===== config.mk =====
export PLATFORM = sky130hd
export DESIGN_NAME = sleep_guard_ctrl
export DESIGN_NICKNAME = d
export VERILOG_FILES = /design/src/rtl/sleep_guard_pkg.sv /design/src/rtl/sleep_guard_sync.sv /design/src/rtl/sleep_guard_win_cnt.sv /design/src/rtl/sleep_guard_check.sv /design/src/rtl/sleep_guard_ctrl.sv
export SDC_FILE = /design/constraint.sdc
export NUM_CORES = 1
export LEC_CHECK = 0
export BUFFER_PORTS_ARGS = -buffer_cell sky130_fd_sc_hd__clkbuf_2
export CAP_MARGIN = 20
export CORE_AREA = 2 2 39 41
export CTS_CLUSTER_DIAMETER = 40
export DETAILED_ROUTE_END_ITERATION = 7
export DIE_AREA = 0 0 41 43
export GPL_ROUTABILITY_DRIVEN = 0
export PLACE_DENSITY = 0.73
export SYNTH_ARGS = -nofsm -noshare
export SYNTH_HDL_FRONTEND = slang
export SYNTH_SLANG_ARGS = --single-unit

===== constraint.sdc =====
create_clock -name clk -period 1.8 [get_ports clk]
set_clock_uncertainty 0.05 [all_clocks]
set_input_delay 0.36 -clock clk [delete_from_list [all_inputs] [get_ports clk]]
set_output_delay 0.36 -clock clk [all_outputs]
set_load 0.01 [all_outputs]

===== src/rtl/sleep_guard_pkg.sv =====
package sleep_guard_pkg;

   typedef enum logic [2:0] {
      PS_AWAKE   = 3'd0,
      PS_ENTRY   = 3'd1,
      PS_ASLEEP  = 3'd2,
      PS_RECOVER = 3'd3,
      PS_IDLE    = 3'd4
   } pwr_state_t;

   function automatic int ceil_div(input int num, input int den);
      return (num + den - 1) / den;
   endfunction

   function automatic int cnt_width(input int max_val);
      int w;
      w = 1;
      while ((1 << w) <= max_val) w++;
      return w;
   endfunction

endpackage


===== src/rtl/sleep_guard_sync.sv =====
module sleep_guard_sync #(
   parameter int STAGES = 2
) (
   input  logic clk,
   input  logic rst_n,
   input  logic async_i,
   output logic sync_o
);

   if (STAGES < 2) begin : g_bad_stages
      $error("sleep_guard_sync: STAGES must be at least 2");
   end

   for (genvar g = 0; g < STAGES; g++) begin : g_stage
      logic stage_q;
      if (g == 0) begin : g_first
         always_ff @(posedge clk) begin
            if (!rst_n) stage_q <= 1'b0;
            else        stage_q <= async_i;
         end
      end else begin : g_next
         always_ff @(posedge clk) begin
            if (!rst_n) stage_q <= 1'b0;
            else        stage_q <= g_stage[g-1].stage_q;
         end
      end
   end

   assign sync_o = g_stage[STAGES-1].stage_q;

endmodule


===== src/rtl/sleep_guard_win_cnt.sv =====
module sleep_guard_win_cnt
   import sleep_guard_pkg::*;
#(
   parameter int MAX_LOAD = 1,
   localparam int CW = cnt_width(MAX_LOAD)
) (
   input  logic          clk,
   input  logic          rst_n,
   input  logic          load_i,
   input  logic [CW-1:0] load_val_i,
   output logic          zero_o
);

   logic [CW-1:0] cnt_q;

   always_ff @(posedge clk) begin
      if (!rst_n)              cnt_q <= '0;
      else if (load_i)         cnt_q <= load_val_i;
      else if (cnt_q != '0)    cnt_q <= cnt_q - 1'b1;
   end

   assign zero_o = (cnt_q == '0);

   AST_CNT_IN_RANGE: assert property (@(posedge clk) disable iff (!rst_n)
      load_i |=> (cnt_q <= CW'(MAX_LOAD)));

endmodule


===== src/rtl/sleep_guard_check.sv =====
module sleep_guard_check (
   input  logic clk,
   input  logic rst_n,
   input  logic forbid_i,
   input  logic open_i,
   input  logic cmd_i,
   input  logic wr_i,
   output logic viol_o,
   output logic wr_ok_o
);

   logic viol_q;

   always_ff @(posedge clk) begin
      if (!rst_n) viol_q <= 1'b0;
      else        viol_q <= viol_q | (forbid_i & (cmd_i | wr_i));
   end

   assign viol_o  = viol_q;
   assign wr_ok_o = wr_i & open_i;

   AST_VIOL_STICKY: assert property (@(posedge clk) disable iff (!rst_n)
      viol_o |=> viol_o);

   AST_VIOL_HAS_CAUSE: assert property (@(posedge clk) disable iff (!rst_n)
      $rose(viol_o) |-> $past(forbid_i && (cmd_i || wr_i)));

   AST_NO_WRITE_IN_WINDOW: assert property (@(posedge clk) disable iff (!rst_n)
      forbid_i |-> !wr_ok_o);

endmodule


===== src/rtl/sleep_guard_ctrl.sv =====
module sleep_guard_ctrl
   import sleep_guard_pkg::*;
#(
   parameter int CLK_PERIOD_PS   = 4000,
   parameter int ENTRY_TIME_PS   = 15000,
   parameter int RECOVER_TIME_PS = 100000,
   parameter int SYNC_STAGES     = 2
) (
   input  logic clk,
   input  logic rst_n,
   input  logic sleep_req_i,
   input  logic cmd_start_i,
   input  logic wr_req_i,
   output logic icg_en_o,
   output logic desel_o,
   output logic drv_off_o,
   output logic wr_ok_o,
   output logic proto_err_o
);

   localparam int ENTRY_CYC = ceil_div(ENTRY_TIME_PS, CLK_PERIOD_PS);
   localparam int RECOV_CYC = ceil_div(RECOVER_TIME_PS, CLK_PERIOD_PS);
   localparam int CNT_MAX   = (ENTRY_CYC > RECOV_CYC) ? ENTRY_CYC - 1 : RECOV_CYC - 1;
   localparam int CNT_W     = cnt_width(CNT_MAX);
   localparam logic [CNT_W-1:0] ENTRY_LOAD = CNT_W'(ENTRY_CYC - 1);
   localparam logic [CNT_W-1:0] RECOV_LOAD = CNT_W'(RECOV_CYC - 1);

   if (CLK_PERIOD_PS <= 0) begin : g_bad_period
      $error("sleep_guard_ctrl: CLK_PERIOD_PS must be positive");
   end
   if (ENTRY_CYC < 1 || RECOV_CYC < 1) begin : g_bad_windows
      $error("sleep_guard_ctrl: entry and recovery windows need at least one cycle");
   end
   if ((SYNC_STAGES + 1) * CLK_PERIOD_PS > ENTRY_TIME_PS) begin : g_slow_off
      $error("sleep_guard_ctrl: synchronizer latency exceeds the driver-off time");
   end

   logic       req_s;
   logic       cnt_load;
   logic [CNT_W-1:0] cnt_val;
   logic       cnt_zero;
   logic       forbid;
   logic       open_wr;
   pwr_state_t state_q, state_d;

   sleep_guard_sync #(.STAGES(SYNC_STAGES)) u_sync (
      .clk     (clk),
      .rst_n   (rst_n),
      .async_i (sleep_req_i),
      .sync_o  (req_s)
   );

   sleep_guard_win_cnt #(.MAX_LOAD(CNT_MAX)) u_win (
      .clk        (clk),
      .rst_n      (rst_n),
      .load_i     (cnt_load),
      .load_val_i (cnt_val),
      .zero_o     (cnt_zero)
   );

   always_comb begin
      state_d  = state_q;
      cnt_load = 1'b0;
      cnt_val  = '0;
      unique case (state_q)
         PS_AWAKE: begin
            if (req_s) begin
               state_d  = PS_ENTRY;
               cnt_load = 1'b1;
               cnt_val  = ENTRY_LOAD;
            end
         end
         PS_ENTRY: begin
            if (cnt_zero) state_d = PS_ASLEEP;
         end
         PS_ASLEEP: begin
            if (!req_s) begin
               state_d  = PS_RECOVER;
               cnt_load = 1'b1;
               cnt_val  = RECOV_LOAD;
            end
         end
         PS_RECOVER: begin
            if (req_s) begin
               state_d  = PS_ENTRY;
               cnt_load = 1'b1;
               cnt_val  = ENTRY_LOAD;
            end else if (cnt_zero) begin
               state_d  = PS_IDLE;
            end
         end
         PS_IDLE: begin
            if (req_s) begin
               state_d  = PS_ENTRY;
               cnt_load = 1'b1;
               cnt_val  = ENTRY_LOAD;
            end else if (cmd_start_i) begin
               state_d  = PS_AWAKE;
            end
         end
         default: state_d = PS_AWAKE;
      endcase
   end

   always_ff @(posedge clk) begin
      if (!rst_n) state_q <= PS_AWAKE;
      else        state_q <= state_d;
   end

   assign icg_en_o  = (state_q != PS_ASLEEP);
   assign desel_o   = (state_q == PS_ENTRY) || (state_q == PS_ASLEEP) || (state_q == PS_RECOVER);
   assign drv_off_o = (state_q != PS_AWAKE);
   assign forbid    = (state_q == PS_ENTRY) || (state_q == PS_RECOVER);
   assign open_wr   = (state_q == PS_AWAKE) || (state_q == PS_IDLE);

   sleep_guard_check u_check (
      .clk      (clk),
      .rst_n    (rst_n),
      .forbid_i (forbid),
      .open_i   (open_wr),
      .cmd_i    (cmd_start_i),
      .wr_i     (wr_req_i),
      .viol_o   (proto_err_o),
      .wr_ok_o  (wr_ok_o)
   );

   AST_CLK_STOP_DESELECTS: assert property (@(posedge clk) disable iff (!rst_n)
      !icg_en_o |-> (desel_o && drv_off_o));

   AST_SLEEP_AFTER_ENTRY: assert property (@(posedge clk) disable iff (!rst_n)
      $fell(icg_en_o) |-> $past(state_q == PS_ENTRY));

   AST_DESEL_DRIVERS_OFF: assert property (@(posedge clk) disable iff (!rst_n)
      desel_o |-> drv_off_o);

   AST_WAKE_NEEDS_CMD: assert property (@(posedge clk) disable iff (!rst_n)
      $fell(drv_off_o) |-> $past(cmd_start_i));

endmodule


==> flow_summary.toml, run 1 <==
[run_status]
outcome = "finished clean"

[clock_network]
clk_pin_slew_worst_paths_ns = 0.07
h-tree-depth = 1
clockBufferDepth = 2
cts_tree = "done"
cts_hold_buf = 0
clk_latency_ns = 0.27
cts_made_buffers = 3
cts_setup_buffers = 0
cts_root_buf = "clkbuf_4"
cts_sinks = 11
ctsResizeCount = 0

[worst_setup_path]
worstSetupPathType = "register to output pin"
crit_fanout = 12
crit_start = "state_q[0]"
start_kind = "register"
rr_worst_depth = 5
timing.rr.end = "u_win.cnt_q[1]"
worst-endpoint-arrival_ns = 1.22
ff2ff_setup_slack_ns = 0.19
crit_path_end_kind = "output pin"
r2r-start = "u_win.cnt_q[0]"
required_ns = 1.39

[timing]
report.final.slew_viol_count = 0
relSlewSlack_pct = 68.1
finalCritPeriodShare_pct = 90.7
fin_setup_tns_ns = 0
rsz0062_at_grt = "false"
setup_viol = 0
final.min_clock_period_ns = 1.63
hold_viol = 0
fmax_ghz = 0.613
worst_pin_slew_ns = 0.476

[drt]
wl_mm = 1.07
drtAntennaViolNets = 0
num_vias = 515
wl_per_cell_microns = 11.4
drt_pass1_iterations = 4
drt_first_iter_violations = 14
viasPerCell = 5.48
drc_errors = 0

[place]
post-dp-hpwl_microns = 780
portBuffers = 9

[worst_hold_path]
min_from = "sleep_req_i"
hold_path_end = "u_sync.g_stage[0].stage_q"
holdPathStages = 2
worst_hold_path_type = "primary input to register"

[global_routing]
grt_pass1_vias = 454
antenna_found_initial = 0
grt_overflow = 0
grt_max_degree = 14
grt_pass1_wl_mm = 1.83
track_usage_pct = 15.2

[final_layout]
antenna_cells = 0
drive_above_1_share_pct = 23.1
final_common_cell = "dfxtp_1"
syn2layout_area_growth_pct = 10.8
nets = 85
final_cell_mix = "dfxtp_1 (11), clkbuf_2 (9), nor2_1 (6)"

[synthesis]
avgSynthCellArea_sq_um = 9.06
ys.warnings.count = 0
ys_types = 35
synth_nets = 76
synth-seq-cells = 11
yosysSeqAreaShare_pct = 34.7
syn_inst = 70
netlist_area_sq_um = 634

[power]
p_comb_share_pct = 47.5
power_density_nw_per_um2 = 1550
ir_drop_v = 0.000974
switchingPower_uw = 410
p_seq_share_pct = 37.1
p_clk_share_pct = 15.4
p_leak_nw = 0.289
cell_internal_pwr_uw = 677
p_total_mw = 1.09
switching_share_pct = 37.7

[die]
die_w_microns = 41
coreArea_sq_um = 1380
initial_core_util_pct = 45.8
die_area_sq_um = 1760
ios = 10
rows = 14
die_y_microns = 43

[job]
cap_violations = 0
==> sequential cells by signal (all words and copies together), names as in the netlist <==
signal                  flops
u_sync.sync_o               1
u_win.cnt_q                 5
u_check.viol_o              1
state_q                     3
u_sync.g_stage.stage_q      1
==> cell type report <==
type	instances	area, sq um
clock inverter	1	5.00
timing repair buffer	9	45.0
sequential	11	220
multi-input combinational	52	383
fill	130	681
inverter	2	7.51
tap	16	20.0
clock buffer	3	22.5
==> metal layers <==
metal	track usage (%)	share of wire, %
met4	10.0	0
met2	20.9	50
met5	0	0
met3	1.57	2.8
met1	21.4	47
==> Yosys cell counts <==
cell | count | area (sq um)
and2_1 | 3 | 18.8
o2bb2ai_1 | 1 | 8.76
nor2b_1 | 1 | 6.26
clkbuf_1 | 1 | 3.75
o211ai_1 | 1 | 7.51
dfxtp_1 | 11 | 220
nor4_1 | 1 | 6.26
o21ai_0 | 3 | 15.0
or2b_1 | 1 | 7.51
o21a_1 | 2 | 15.0
o21ba_2 | 1 | 10.0
and4b_1 | 1 | 10.0
ha_1 | 1 | 12.5
or4_1 | 1 | 7.51
mux2_4 | 1 | 15.0
nand2b_1 | 4 | 25.0
a21o_1 | 1 | 7.51
nand2_1 | 4 | 15.0
o31ai_1 | 1 | 7.51
nor3b_1 | 1 | 7.51
a21oi_1 | 4 | 20.0
or3_1 | 1 | 6.26
nor2_1 | 6 | 22.5
o2bb2ai_2 | 1 | 15.0
a31o_1 | 1 | 8.76
xnor2_1 | 2 | 17.5
a211oi_1 | 1 | 7.51
or3b_1 | 2 | 17.5
buf_2 | 3 | 15.0
o2111a_1 | 2 | 22.5
nor4b_4 | 1 | 23.8
inv_1 | 2 | 7.51
clkbuf_2 | 1 | 5.00
nand3_1 | 1 | 5.00
or4b_4 | 1 | 13.8
==> power groups by stage <==
stage               sequential, mW  clock, mW  combinational, mW
floorplan                    0.363          0              0.460
CTS                          0.400      0.177              0.520
global route                 0.412      0.181              0.582
detailed placement           0.407          0              0.516
finish                       0.403      0.168              0.516
global placement             0.403          0              0.508
==> worst max-delay path, stage by stage (launching register included) <==
cell and delay [ns]:
dfxtp_1 0.55, nor2_1 0.11, and2_1 0.17, clkbuf_2 0.12
==> cell families after synthesis <==
group	after synthesis	synth area share (%)
flops	11	34.7
mux	1	2.37
buf+inv	7	4.93
xor+xnor	2	2.76
fa+ha+maj	1	1.97
simple gates	29	30.4
compound gates	19	22.9
==> worst max path at each step <==
stage | endpoint | slack (ns)
2_1_floorplan | u_win.cnt_q[1] | 0.34
3_3_place_gp | u_win.cnt_q[1] | 0.26
3_5_place_dp | u_win.cnt_q[1] | 0.20
4_1_cts | wr_ok_o | 0.17
5_1_grt | u_win.cnt_q[1] | 0.03
6_report | wr_ok_o | 0.17
==> stage by stage <==
stage / worst slack (ns) / instances / cell area, sq um / util, % / hold slack, ns
after floorplan: 0.336 / 70 / 634 / - / 0.362
after global placement: 0.261 / 90 / 676 / 48.8 / 0.370
after detailed placement: 0.203 / 90 / 676 / 48.8 / 0.375
after CTS: 0.168 / 94 / 703 / 50.8 / 0.240
after global routing: 0.0309 / 94 / 703 / 50.8 / 0.253
final: 0.167 / 94 / 703 / 50.8 / 0.250
No activity file was read; power rests on OpenSTA's default activity.
==> run 2, diff against run 1 <==
--- a/config.mk
+++ b/config.mk
@@ -7,12 +7,14 @@
 export LEC_CHECK = 0
 export BUFFER_PORTS_ARGS = -buffer_cell sky130_fd_sc_hd__clkbuf_2
 export CAP_MARGIN = 20
-export CORE_AREA = 2 2 39 41
+export CELL_PAD_IN_SITES_DETAIL_PLACEMENT = 1
+export CELL_PAD_IN_SITES_GLOBAL_PLACEMENT = 2
+export CORE_MARGIN = 2
+export CORE_UTILIZATION = 32
 export CTS_CLUSTER_DIAMETER = 40
 export DETAILED_ROUTE_END_ITERATION = 7
-export DIE_AREA = 0 0 41 43
 export GPL_ROUTABILITY_DRIVEN = 0
-export PLACE_DENSITY = 0.73
+export PLACE_DENSITY = 0.78
 export SYNTH_ARGS = -nofsm -noshare
 export SYNTH_HDL_FRONTEND = slang
 export SYNTH_SLANG_ARGS = --single-unit
==> flow_summary.toml, run 2 (synthesis gave the netlist of run 1 again) <==
[die]
ios = 10
initial_core_util_pct = 33.0
die_y_microns = 48.5
rows = 16
die_area_sq_um = 2350
coreArea_sq_um = 1920
die_w_microns = 48.5

[global_routing]
grt_pass1_wl_mm = 2.31
grt_max_degree = 14
grt_pass1_vias = 510
track_usage_pct = 12.5
met3_usage_pct = 5.56
grtUsageMet1_pct = 17.2
grt_overflow = 0
antenna_found_initial = 0
busiest_layer = "met2"
grt_util_met2_pct = 18.8

[worst_setup_path]
worst-endpoint-arrival_ns = 1.26
path_buf_inv = 1
worstSetupPathType = "register to output pin"
start_kind = "register"
slowest_delay_ns = 0.55
crit_fanout = 13
critPathSlowestCell = "dfxtp_1"
crit_start = "state_q[1]"
crit_path_end_kind = "output pin"
crit_family = "flip-flops"
required_ns = 1.39
cp_cell_sequence = "nor2_1 > and2_1 > clkbuf_2"
r2r-start = "u_win.cnt_q[0]"

[final_layout]
nets = 87
final_cells = 107
final_common_cell = "dfxtp_1"
drive_above_1_share_pct = 23.8
multi_input_area_sq_um = 383
antenna_cells = 0
regArea_sq_um = 220
utilization_pct = 38.0
final_cell_mix = "dfxtp_1 (11), clkbuf_2 (9), nor2_1 (6)"
top_regs = "u_win.cnt_q: 5 flops, state_q: 3 flops"
top_register = "u_win.cnt_q"
largest_reg_flops = 5
syn2layout_area_growth_pct = 15.2
num-fill-cells = 254

[timing]
fin_setup_tns_ns = 0
finalCritPeriodShare_pct = 92.5
timing.hold.ws_ns = 0.252
setup_viol = 0
worst_pin_slew_ns = 0.382
report.final.slew_viol_count = 0
hold_viol = 0
relSlewSlack_pct = 74.5
rsz0062_at_grt = "false"
setup_slack_ns = 0.135
fmax_ghz = 0.601
final.min_clock_period_ns = 1.67

[clock_network]
clockBufferDepth = 2
clk_latency_ns = 0.27
cts_made_buffers = 3
cts_sinks = 11
clk_pin_slew_worst_paths_ns = 0.07
h-tree-depth = 1
cts_root_buf = "clkbuf_4"
cts_tree = "done"
ctsResizeCount = 0

[drt]
drt_first_iter_violations = 3
num_vias = 532
drtAntennaViolNets = 0
viasPerCell = 4.97
drt_pass1_iterations = 4
wl_mm = 1.30
wl_per_cell_microns = 12.1
drc_errors = 0

[place]
portBuffers = 9
place_worst_setup_slack_ns = 0.191
dp.cells = 101
post-dp-hpwl_microns = 918

[run_status]
outcome = "finished clean"

[power]
ir_drop_v = 0.000678
p_leak_nw = 0.296
power_density_nw_per_um2 = 1580

[job]
cap_violations = 0

[worst_hold_path]
worst_hold_path_type = "primary input to register"
min_from = "sleep_req_i"
## run 2: cell count changes in the layout (fill, tap and decap cells not counted)
cell	change
buf_4	+2
clkbuf_1	+1
clkinv_2	-1
## run 2: path summary, 6_finish.rpt
check	end	depth (start not counted)	slack, ns
worst max-delay path	wr_ok_o	3	0.13
worst min-delay path	u_sync.g_stage[0].stage_q	2	0.25
worst max register to register	state_q[2]	6	0.19
worst min register to register	u_sync.sync_o	1	0.39
## run 2: stage by stage
stage	area (sq um)	power [mW]
finish	731	1.15
floorplan	634	0.823
CTS	716	1.11
global route	731	1.28
global placement	689	0.925
detailed placement	689	0.933
## run 2: timing repair
action	CTS	global route
hold buffers	0	0
setup buffers	0	2
endpoints found under the setup margin	0	1
## run 2: worst register-to-register path: stages (launching register included)
cell and delay, ns:
dfxtp_1 0.34, inv_1 0.07, ha_1 0.22, nor4b_4 0.13, buf_4 0.16, or3b_1 0.37, o2111a_1 0.14
## run 2: area by class of cell
| class | instances | area share (%) |
|---|---|---|
| clock buffers | 4 | 3.60 |
| repair buffers | 11 | 8.22 |
| multi-input cells | 52 | 52.4 |
| inverters | 2 | 1.03 |
| well taps | 27 | 4.62 |
| flip-flops and latches | 11 | 30.1 |
## run 2: power breakdown
group          total, mW  internal, mW  leakage, nW  switching [mW]
clock network      0.170        0.0857       0.0150          0.0839
registers          0.403         0.311       0.0904          0.0929
logic              0.581         0.331        0.191           0.249
total               1.15         0.727        0.296           0.426
## run 2: routing by layer
metal  part of all wire (%)  routed length (microns)
met1                     51                      655
met2                     45                      589
met3                    3.9                       51
met4                      0                        0
met5                      0                        0
